[config.mk]
export PLATFORM = sky130hd
export DESIGN_NAME = acc_alu
export DESIGN_NICKNAME = d
export VERILOG_FILES = /design/src/rtl/acc_alu_pkg.sv /design/src/rtl/acc_alu_addsub.sv /design/src/rtl/acc_alu_decadj.sv /design/src/rtl/acc_alu_rotate.sv /design/src/rtl/acc_alu.sv
export SDC_FILE = /design/constraint.sdc
export NUM_CORES = 1
export LEC_CHECK = 0
export ABC_AREA = 1
export BUFFER_PORTS_ARGS = -buffer_cell sky130_fd_sc_hd__buf_2
export CAP_MARGIN = 5
export CORE_MARGIN = 5
export CORE_UTILIZATION = 45
export DETAILED_ROUTE_END_ITERATION = 6
export PLACE_DENSITY = 0.76
export SYNTH_ARGS = -nofsm -noshare
export SYNTH_HDL_FRONTEND = slang
export SYNTH_SLANG_ARGS = --single-unit
[constraint.sdc]
create_clock -name vclk -period 10.4
set_input_delay 1.56 -clock vclk [all_inputs]
set_output_delay 1.56 -clock vclk [all_outputs]
set_load 0.02 [all_outputs]
[src/rtl/acc_alu_pkg.sv]
package acc_alu_pkg;
    parameter int DATA_W = 8;
    parameter int OP_W   = 5;
    localparam int NIB_W = DATA_W / 2;

    typedef enum logic [OP_W-1:0] {
        OP_ADD  = 5'd0,  OP_ADC  = 5'd1,  OP_SUB  = 5'd2,  OP_SBC  = 5'd3,
        OP_AND  = 5'd4,  OP_XOR  = 5'd5,  OP_OR   = 5'd6,  OP_CMP  = 5'd7,
        OP_INC  = 5'd8,  OP_DEC  = 5'd9,  OP_DADJ = 5'd10, OP_CPLA = 5'd11,
        OP_SETC = 5'd12, OP_CPLC = 5'd13, OP_ROLC = 5'd14, OP_ROLT = 5'd15,
        OP_RORC = 5'd16, OP_RORT = 5'd17
    } alu_op_e;

    typedef struct packed {
        logic [DATA_W-1:0] res;
        logic              z;
        logic              n;
        logic              h;
        logic              c;
        logic              we;
    } alu_out_t;
endpackage

[src/rtl/acc_alu_addsub.sv]
module acc_alu_addsub
    import acc_alu_pkg::*;
#(
    parameter int W = DATA_W
) (
    input  logic [W-1:0] a_i,
    input  logic [W-1:0] b_i,
    input  logic         cin_i,
    input  logic         sub_i,
    output logic [W-1:0] sum_o,
    output logic         half_o,
    output logic         carry_o
);
    localparam int HW = W / 2;

    logic [W-1:0]  b_eff;
    logic          c_eff;
    logic [HW:0]   lo_d;
    logic [W:0]    full_d;

    always_comb begin
        // Subtraction is a + ~b + !borrow_in; carry out inverts to a borrow.
        b_eff   = sub_i ? ~b_i : b_i;
        c_eff   = sub_i ? ~cin_i : cin_i;
        lo_d    = {1'b0, a_i[HW-1:0]} + {1'b0, b_eff[HW-1:0]} + {{HW{1'b0}}, c_eff};
        full_d  = {1'b0, a_i} + {1'b0, b_eff} + {{W{1'b0}}, c_eff};
        sum_o   = full_d[W-1:0];
        half_o  = lo_d[HW] ^ sub_i;
        carry_o = full_d[W] ^ sub_i;
    end
endmodule

[src/rtl/acc_alu_decadj.sv]
module acc_alu_decadj
    import acc_alu_pkg::*;
#(
    parameter int W = DATA_W
) (
    input  logic [W-1:0] a_i,
    input  logic         n_i,
    input  logic         h_i,
    input  logic         c_i,
    output logic [W-1:0] res_o,
    output logic         c_o
);
    localparam logic [W-1:0] LO_ADJ   = W'(8'h06);
    localparam logic [W-1:0] HI_ADJ   = W'(8'h60);
    localparam logic [W-1:0] HI_LIMIT = W'(8'h99);
    localparam logic [3:0]   LO_LIMIT = 4'd9;

    logic         lo_fix_d;
    logic         hi_fix_d;
    logic [W-1:0] adj_d;

    always_comb begin
        lo_fix_d = n_i ? h_i : (h_i || (a_i[3:0] > LO_LIMIT));
        hi_fix_d = n_i ? c_i : (c_i || (a_i > HI_LIMIT));
        adj_d    = (hi_fix_d ? HI_ADJ : '0) | (lo_fix_d ? LO_ADJ : '0);
        res_o    = n_i ? (a_i - adj_d) : (a_i + adj_d);
        c_o      = n_i ? c_i : hi_fix_d;
    end
endmodule

[src/rtl/acc_alu_rotate.sv]
module acc_alu_rotate
    import acc_alu_pkg::*;
#(
    parameter int W = DATA_W
) (
    input  logic [W-1:0] a_i,
    input  logic         cin_i,
    input  logic         left_i,
    input  logic         thru_i,
    output logic [W-1:0] res_o,
    output logic         cout_o
);
    logic feed_d;

    always_comb begin
        feed_d = thru_i ? cin_i : (left_i ? a_i[W-1] : a_i[0]);
        if (left_i) begin
            res_o  = {a_i[W-2:0], feed_d};
            cout_o = a_i[W-1];
        end else begin
            res_o  = {feed_d, a_i[W-1:1]};
            cout_o = a_i[0];
        end
    end
endmodule

[src/rtl/acc_alu.sv]
module acc_alu
    import acc_alu_pkg::*;
(
    input  logic [OP_W-1:0]   op_i,
    input  logic [DATA_W-1:0] acc_i,
    input  logic [DATA_W-1:0] opnd_i,
    input  logic [3:0]        flags_i,
    output logic [DATA_W-1:0] res_o,
    output logic [7:0]        flags_o,
    output logic              wr_en_o
);
    localparam logic [DATA_W-1:0] ONE = DATA_W'(1);

    logic fz, fn, fh, fc;
    assign {fz, fn, fh, fc} = flags_i;

    // shared adder operand selection
    logic [DATA_W-1:0] as_a_d, as_b_d, as_sum;
    logic              as_cin_d, as_sub_d, as_h, as_c;

    always_comb begin
        as_a_d   = acc_i;
        as_b_d   = opnd_i;
        as_cin_d = 1'b0;
        as_sub_d = 1'b0;
        case (op_i)
            OP_ADC:  as_cin_d = fc;
            OP_SUB,
            OP_CMP:  as_sub_d = 1'b1;
            OP_SBC:  begin as_sub_d = 1'b1; as_cin_d = fc; end
            OP_INC:  begin as_a_d = opnd_i; as_b_d = ONE; end
            OP_DEC:  begin as_a_d = opnd_i; as_b_d = ONE; as_sub_d = 1'b1; end
            default: ;
        endcase
    end

    acc_alu_addsub #(.W(DATA_W)) u_addsub (
        .a_i(as_a_d), .b_i(as_b_d), .cin_i(as_cin_d), .sub_i(as_sub_d),
        .sum_o(as_sum), .half_o(as_h), .carry_o(as_c)
    );

    logic [DATA_W-1:0] da_res;
    logic              da_c;
    acc_alu_decadj #(.W(DATA_W)) u_decadj (
        .a_i(acc_i), .n_i(fn), .h_i(fh), .c_i(fc),
        .res_o(da_res), .c_o(da_c)
    );

    logic [DATA_W-1:0] rot_res;
    logic              rot_c;
    logic              rot_left_d, rot_thru_d;
    assign rot_left_d = (op_i == OP_ROLC) || (op_i == OP_ROLT);
    assign rot_thru_d = (op_i == OP_ROLT) || (op_i == OP_RORT);

    acc_alu_rotate #(.W(DATA_W)) u_rotate (
        .a_i(acc_i), .cin_i(fc), .left_i(rot_left_d), .thru_i(rot_thru_d),
        .res_o(rot_res), .cout_o(rot_c)
    );

    alu_out_t out_d;

    always_comb begin
        out_d = '{res: acc_i, z: fz, n: fn, h: fh, c: fc, we: 1'b0};
        case (op_i)
            OP_ADD, OP_ADC: begin
                out_d = '{res: as_sum, z: (as_sum == '0), n: 1'b0, h: as_h, c: as_c, we: 1'b1};
            end
            OP_SUB, OP_SBC: begin
                out_d = '{res: as_sum, z: (as_sum == '0), n: 1'b1, h: as_h, c: as_c, we: 1'b1};
            end
            OP_CMP: begin
                out_d = '{res: acc_i, z: (as_sum == '0), n: 1'b1, h: as_h, c: as_c, we: 1'b0};
            end
            OP_AND: begin
                out_d.res = acc_i & opnd_i;
                out_d.z   = (out_d.res == '0);
                out_d.n   = 1'b0;
                out_d.h   = 1'b1;
                out_d.c   = 1'b0;
                out_d.we  = 1'b1;
            end
            OP_XOR, OP_OR: begin
                out_d.res = (op_i == OP_XOR) ? (acc_i ^ opnd_i) : (acc_i | opnd_i);
                out_d.z   = (out_d.res == '0);
                out_d.n   = 1'b0;
                out_d.h   = 1'b0;
                out_d.c   = 1'b0;
                out_d.we  = 1'b1;
            end
            OP_INC, OP_DEC: begin
                out_d = '{res: as_sum, z: (as_sum == '0), n: (op_i == OP_DEC),
                          h: as_h, c: fc, we: 1'b1};
            end
            OP_DADJ: begin
                out_d = '{res: da_res, z: (da_res == '0), n: fn, h: 1'b0, c: da_c, we: 1'b1};
            end
            OP_CPLA: begin
                out_d = '{res: ~acc_i, z: fz, n: 1'b1, h: 1'b1, c: fc, we: 1'b1};
            end
            OP_SETC, OP_CPLC: begin
                out_d.n = 1'b0;
                out_d.h = 1'b0;
                out_d.c = (op_i == OP_SETC) ? 1'b1 : ~fc;
            end
            OP_ROLC, OP_ROLT, OP_RORC, OP_RORT: begin
                out_d = '{res: rot_res, z: 1'b0, n: 1'b0, h: 1'b0, c: rot_c, we: 1'b1};
            end
            default: ;
        endcase
    end

    assign res_o   = out_d.res;
    assign flags_o = {out_d.z, out_d.n, out_d.h, out_d.c, 4'b0000};
    assign wr_en_o = out_d.we;
endmodule

## Word level (Yosys, flattened, before mapping)

Index checks and enable logic that the tools add are counted.

| cells by class | value |
|---|---|
| $add $sub $neg | 6 |
| $lt $le $gt $ge | 2 |
| equal/unequal tests | 17 |
| multiplexer cells | 20 |
| bitwise operators | 10 |
| reductions and logical operators | 19 |

Operator list:

| operator | number |
|---|---|
| 9-bit case mux with 7 select lines | 1 |
| 8-bit 2-to-1 mux | 6 |
| 5-bit by 4-bit == test with 1-bit output (second input constant) | 8 |
| 8-bit logical NOT | 4 |
| 3-bit case mux with 9 select lines | 1 |
| 5-bit by 3-bit == test with 1-bit output (second input constant) | 4 |
| 8-bit inverter | 2 |
| 8-bit bitwise OR | 2 |
| 15-bit OR reduction | 1 |
| 5-bit by 2-bit == test with 1-bit output (second input constant) | 2 |
| 5-bit == test (second input constant) | 2 |
| 1-bit 2-to-1 mux | 10 |
| 2-bit OR reduction | 5 |
| 8-bit by 8-bit adder with 9-bit output | 1 |
| 9-bit by 1-bit adder with 9-bit output | 1 |
| 8-bit adder | 1 |
| 8-bit bitwise AND | 1 |
| 8-bit greater-than comparator (second input constant) | 1 |
| 4-bit OR reduction | 2 |
| 8-bit subtractor | 1 |
| 8-bit bitwise XOR | 1 |
| 7-bit 2-to-1 mux | 1 |
| 6-bit OR reduction | 1 |
| 4-bit by 4-bit adder with 5-bit output | 1 |
| 9 further kinds | 14 |

| word-level totals | value |
|---|---|
| register bits | 0 |
| input port bits | 25 |
| word-level logic and storage cells | 74 |

## Logic depth before layout (Yosys ltp)

| depth | value |
|---|---|
| depth after elaboration | 9 |
| mapped depth | 21 |
| mapped depth without buffers | 20 |

## Cells and area by module

From an unflattened synthesis, not the netlist that was laid out.

| unflattened totals | value |
|---|---|
| cells, all modules | 493 |
| area total of the unflattened synthesis | 2541.2 um^2 |

Modules (own cells, without submodules):

| module | instances | cells each | area each (um^2) | sequential area each (um^2) |
|---|---|---|---|---|
| acc_alu | 1 | 285 | 1387.6 | 0.0 |
| acc_alu_decadj | 1 | 97 | 505.5 | 0.0 |
| acc_alu_addsub | 1 | 81 | 496.7 | 0.0 |
| acc_alu_rotate | 1 | 30 | 151.4 | 0.0 |

## Worst setup path before layout

OpenSTA, ideal clock, no wires.

| path | value |
|---|---|
| kind | in2out |
| from | in op_i[2] |
| to | out flags_o[4] |
| data arrival time | 4.241 ns |
| data required time | 8.840 ns |
| slack | 4.599 ns |
| stages | 19 |
| buffers on the path | 1 |
| path through | inv_1 -> nor2_1 -> nand2_1 -> nor2_2 -> inv_1 -> nand3_2 -> buf_8 -> xor2_1 -> fa_1 -> fa_1 -> inv_1 -> nand3_1 -> nand2_1 -> nand2_1 -> a21oi_1 -> nor2_1 -> nand2_1 -> nand3_1 -> a21oi_1 |

| between the ends | value |
|---|---|
| longest elaborated chain between the ends | 9 |

Ends and longest elaborated chain:

| what | line | source |
|---|---|---|
| from (decl) | acc_alu.sv:4 | `input logic [OP_W-1:0] op_i,` |
| 5-bit by 4-bit == test with 1-bit output | acc_alu.sv:26, acc_alu.sv:64 |  |
| 2-bit OR reduction (no source line) | n/a |  |
| 8-bit 2-to-1 mux | acc_alu.sv:26 | `case (op_i)` |
| 8-bit inverter | acc_alu_addsub.sv:23 | `b_eff = sub_i ? ~b_i : b_i;` |
| 8-bit 2-to-1 mux | acc_alu_addsub.sv:23 |  |
| 8-bit by 8-bit adder with 9-bit output | acc_alu_addsub.sv:26 | `full_d = {1'b0, a_i} + {1'b0, b_eff} + {{W{1'b0}}, c_eff};` |
| 9-bit by 1-bit adder with 9-bit output | acc_alu_addsub.sv:26 |  |
| 1-bit bitwise XOR | acc_alu_addsub.sv:29 | `carry_o = full_d[W] ^ sub_i;` |
| 3-bit case mux with 9 select lines * | acc_alu.sv:64 | `case (op_i)` |
| to (decl) | acc_alu.sv:9 | `output logic [7:0] flags_o,` |

Every way passes the cells marked *; elsewhere a longest branch is shown, timed or not.

## Worst setup path after layout

| path | value |
|---|---|
| from | in op_i[4] |
| to | out flags_o[4] |

Same word-level chain as after synthesis.

==> results.toml <==
[status]
outcome = "finished, final reports clean"

[floorplanning]
core_um2 = 5010
die_w_um = 81.3
die_h_um = 81.3
dieArea_um2 = 6610
initial_core_util_pct = 45.7
rows = 26
ios = 42

[worst_setup_path]
cp_top_family = "simple AND/OR/NAND/NOR gates"
cp_common_cell = "nand2_1"
crit_path_end = "flags_o[4]"
startpoint = "op_i[4]"
worstPathRequired_ns = 8.84
path_cells = "buf_2 -> inv_2 -> nand3_1 -> nor2_2 -> nand2_1 -> nand3_2 -> xor2_1 -> fa_1 -> fa_1 -> inv_1 -> nand3_1 -> nand2_1 -> nand2_1 -> a21oi_1 -> nor2_1 -> nand2_1 -> nand3_1 -> a21oi_1 -> buf_2"
slowest_stage = "nor2_2"
crit_buf_inv = 4
criticalPathCategory = "input port to output port"
max_stage_delay_ns = 0.60
startpoint_type = "input port"
end_kind = "output port"
path_depth = 19
worstPathMaxFanout = 24
worstPathArrival_ns = 5.25

[sta]
period_share_pct = 65.5
whs_ns = 3.50
final-max-slew-violation-count = 0
finalWorstSetupSlack_ns = 3.59
slew_headroom_pct = 50.5
setup_violations = 0
finalCriticalPeriod_ns = 6.81
finalSetupTns_ns = 0
fmax_ghz = 0.147
tightestPinTransition_ns = 0.742
rsz0062_at_grt = "no"
hold_viol = 0

[layout]
regArea_um2 = 0
seq_cell_count = 0
drive_gt1_share_pct = 11.6
finalNetCount = 511
diodes = 0
multi_input_area_um2 = 1980
fin_cells = 520
final_core_util_pct = 50.1
clkbuf_count = 0
area_growth_pct = 9.79
fillCellCount = 577

[power_and_ir_drop]
cellPowerDensity_nw_per_um2 = 57.3
internal_power_w = 0.0000498
power_frac_comb_pct = 100.0
seqPwrFrac_pct = 0
max-vdd-ir-drop_v = 0.0000218
p_leak_nw = 1.43
p_sw_share_pct = 65.4
switching_power_w = 0.0000942
power_frac_clock_pct = 0

[drt]
routed_wl_mm = 7.43
wire_per_inst_um = 14.3
avgViaCountPerCell = 5.53
drtPass1Iterations = 6
postRouteAntennaNets = 0
drtIter0Drc = 282
vias = 2873
drc = 0

[placed_design]
dpl.hpwl_mm = 6.26
io_buffers = 38
dp_slack_ns = 3.65
place_inst = 520
place.gp.congestion = 0.950

[global_route]
grt_pass1_wl_mm = 11.9
grt_pass1_vias = 2618
antenna_found_initial = 0
overflow = 0
grtUsageTotal_pct = 22.5
grt_start_max_net_pins = 25

[synth]
synth_fa_ha_area_share_pct = 19.3
synth_top_family_by_area = "simple AND/OR/NAND/NOR gates"
yosys.area_share.simple_pct = 40.8
synth_cell_types = 38
synth-compound-area-share_pct = 19.6
yosysWarnings = 0
synthMuxAreaShare_pct = 0
syn_inst = 417
syn-mean-instance-area_um2 = 5.48
yosysSeqAreaShare_pct = 0
synth_xor_area_share_pct = 6.18
yosys-top-cells-area = "nand2_1, ha_1, inv_1, nor2_1, o21ai_0"
yosysTopAreaCellShare_pct = 18.9
syn_area_um2 = 2290
yosysTopAreaCell = "nand2_1"

[clocking]
cts_setup_buffers = 0
postCtsResizedCells = 0
hold_buffers = 0

[min_path]
hold_class = "input port to output port"
holdPathStages = 4

[flow_run]
maxCapViolations = 0
==> cells by family after synthesis <==
kind of cell,after synthesis
buf+inv,76
xor+xnor,14
fa+ha+maj,34
compound gates,75
other cells,1
simple gates,217
==> layer usage <==
| layer | part of all wire [%] | wire length (um) | GRT usage [%] | up-vias |
|---|---|---|---|---|
| met5 | 0 | 0 | 0 | - |
| met4 | 3.1 | 233 | 7.09 | 0 |
| met3 | 11 | 821 | 4.77 | 24 |
| met2 | 42 | 3150 | 36.6 | 155 |
| met1 | 43 | 3220 | 29.4 | 1267 |
| li1 | - | - | - | 1427 |
==> synthesized netlist by cell type, drive strengths merged <==
master     n
nand2    118
inv       68
nor2      53
o21ai     35
ha        32
nand3     29
a21oi     17
xor2      12
o211ai    10
buf        7
nand3b     7
nand4      7
o2111ai    4
o22ai      3
a211oi     2
fa         2
nor3       2
xnor2      2
a21o       1
a31oi      1
clkbuf     1
conb       1
nor4       1
o21a       1
o21bai     1
==> cell type report <==
cell class         count  share of cell area (%)
well taps             70                    3.49
multi-input cells    344                    78.8
inverters             68                    10.2
repair buffers        38                    7.57
==> power groups by stage <==
stage	Sequential, W	Clock (W)	Combinational, W
floorplan	0	0	0.000103
global placement	0	0	0.000139
detailed placement	0	0	0.000142
CTS	0	0	0.000142
global route	0	0	0.000161
finish	0	0	0.000144
==> per-stage QoR <==
| stage | area, um2 | power, W |
|---|---|---|
| after detailed placement | 2510 | 0.000142 |
| after CTS | 2510 | 0.000142 |
| after global placement | 2510 | 0.000139 |
| after floorplan | 2300 | 0.000103 |
| final | 2510 | 0.000144 |
| after global routing | 2510 | 0.000161 |
==> layout by cell type, fill, tap and decap left out, types with 2 or more instances in the layout <==
master,instances
nor2_1,49
buf_2,38
inv_1,65
nor3_1,2
a211oi_1,2
fa_1,2
o21ai_0,33
o2111ai_1,4
o21ai_1,2
xor2_1,12
a21oi_1,16
nand3b_1,7
inv_2,3
ha_1,32
nand4_1,7
o22ai_1,3
conb_1,4
nor2_2,3
nand2_2,2
nand3_1,28
nand2_1,115
o211ai_1,9
==> worst min-delay path by stage <==
stage | start | end | slack (ns)
after global placement | flags_i[3] | flags_o[7] | 3.48
final | flags_i[3] | flags_o[7] | 3.50
after floorplan | flags_i[0] | flags_o[4] | 3.30
after CTS | flags_i[3] | flags_o[7] | 3.49
after detailed placement | flags_i[3] | flags_o[7] | 3.49
after global routing | flags_i[3] | flags_o[7] | 3.53
Note: power is estimated with default switching activity, not from simulation.
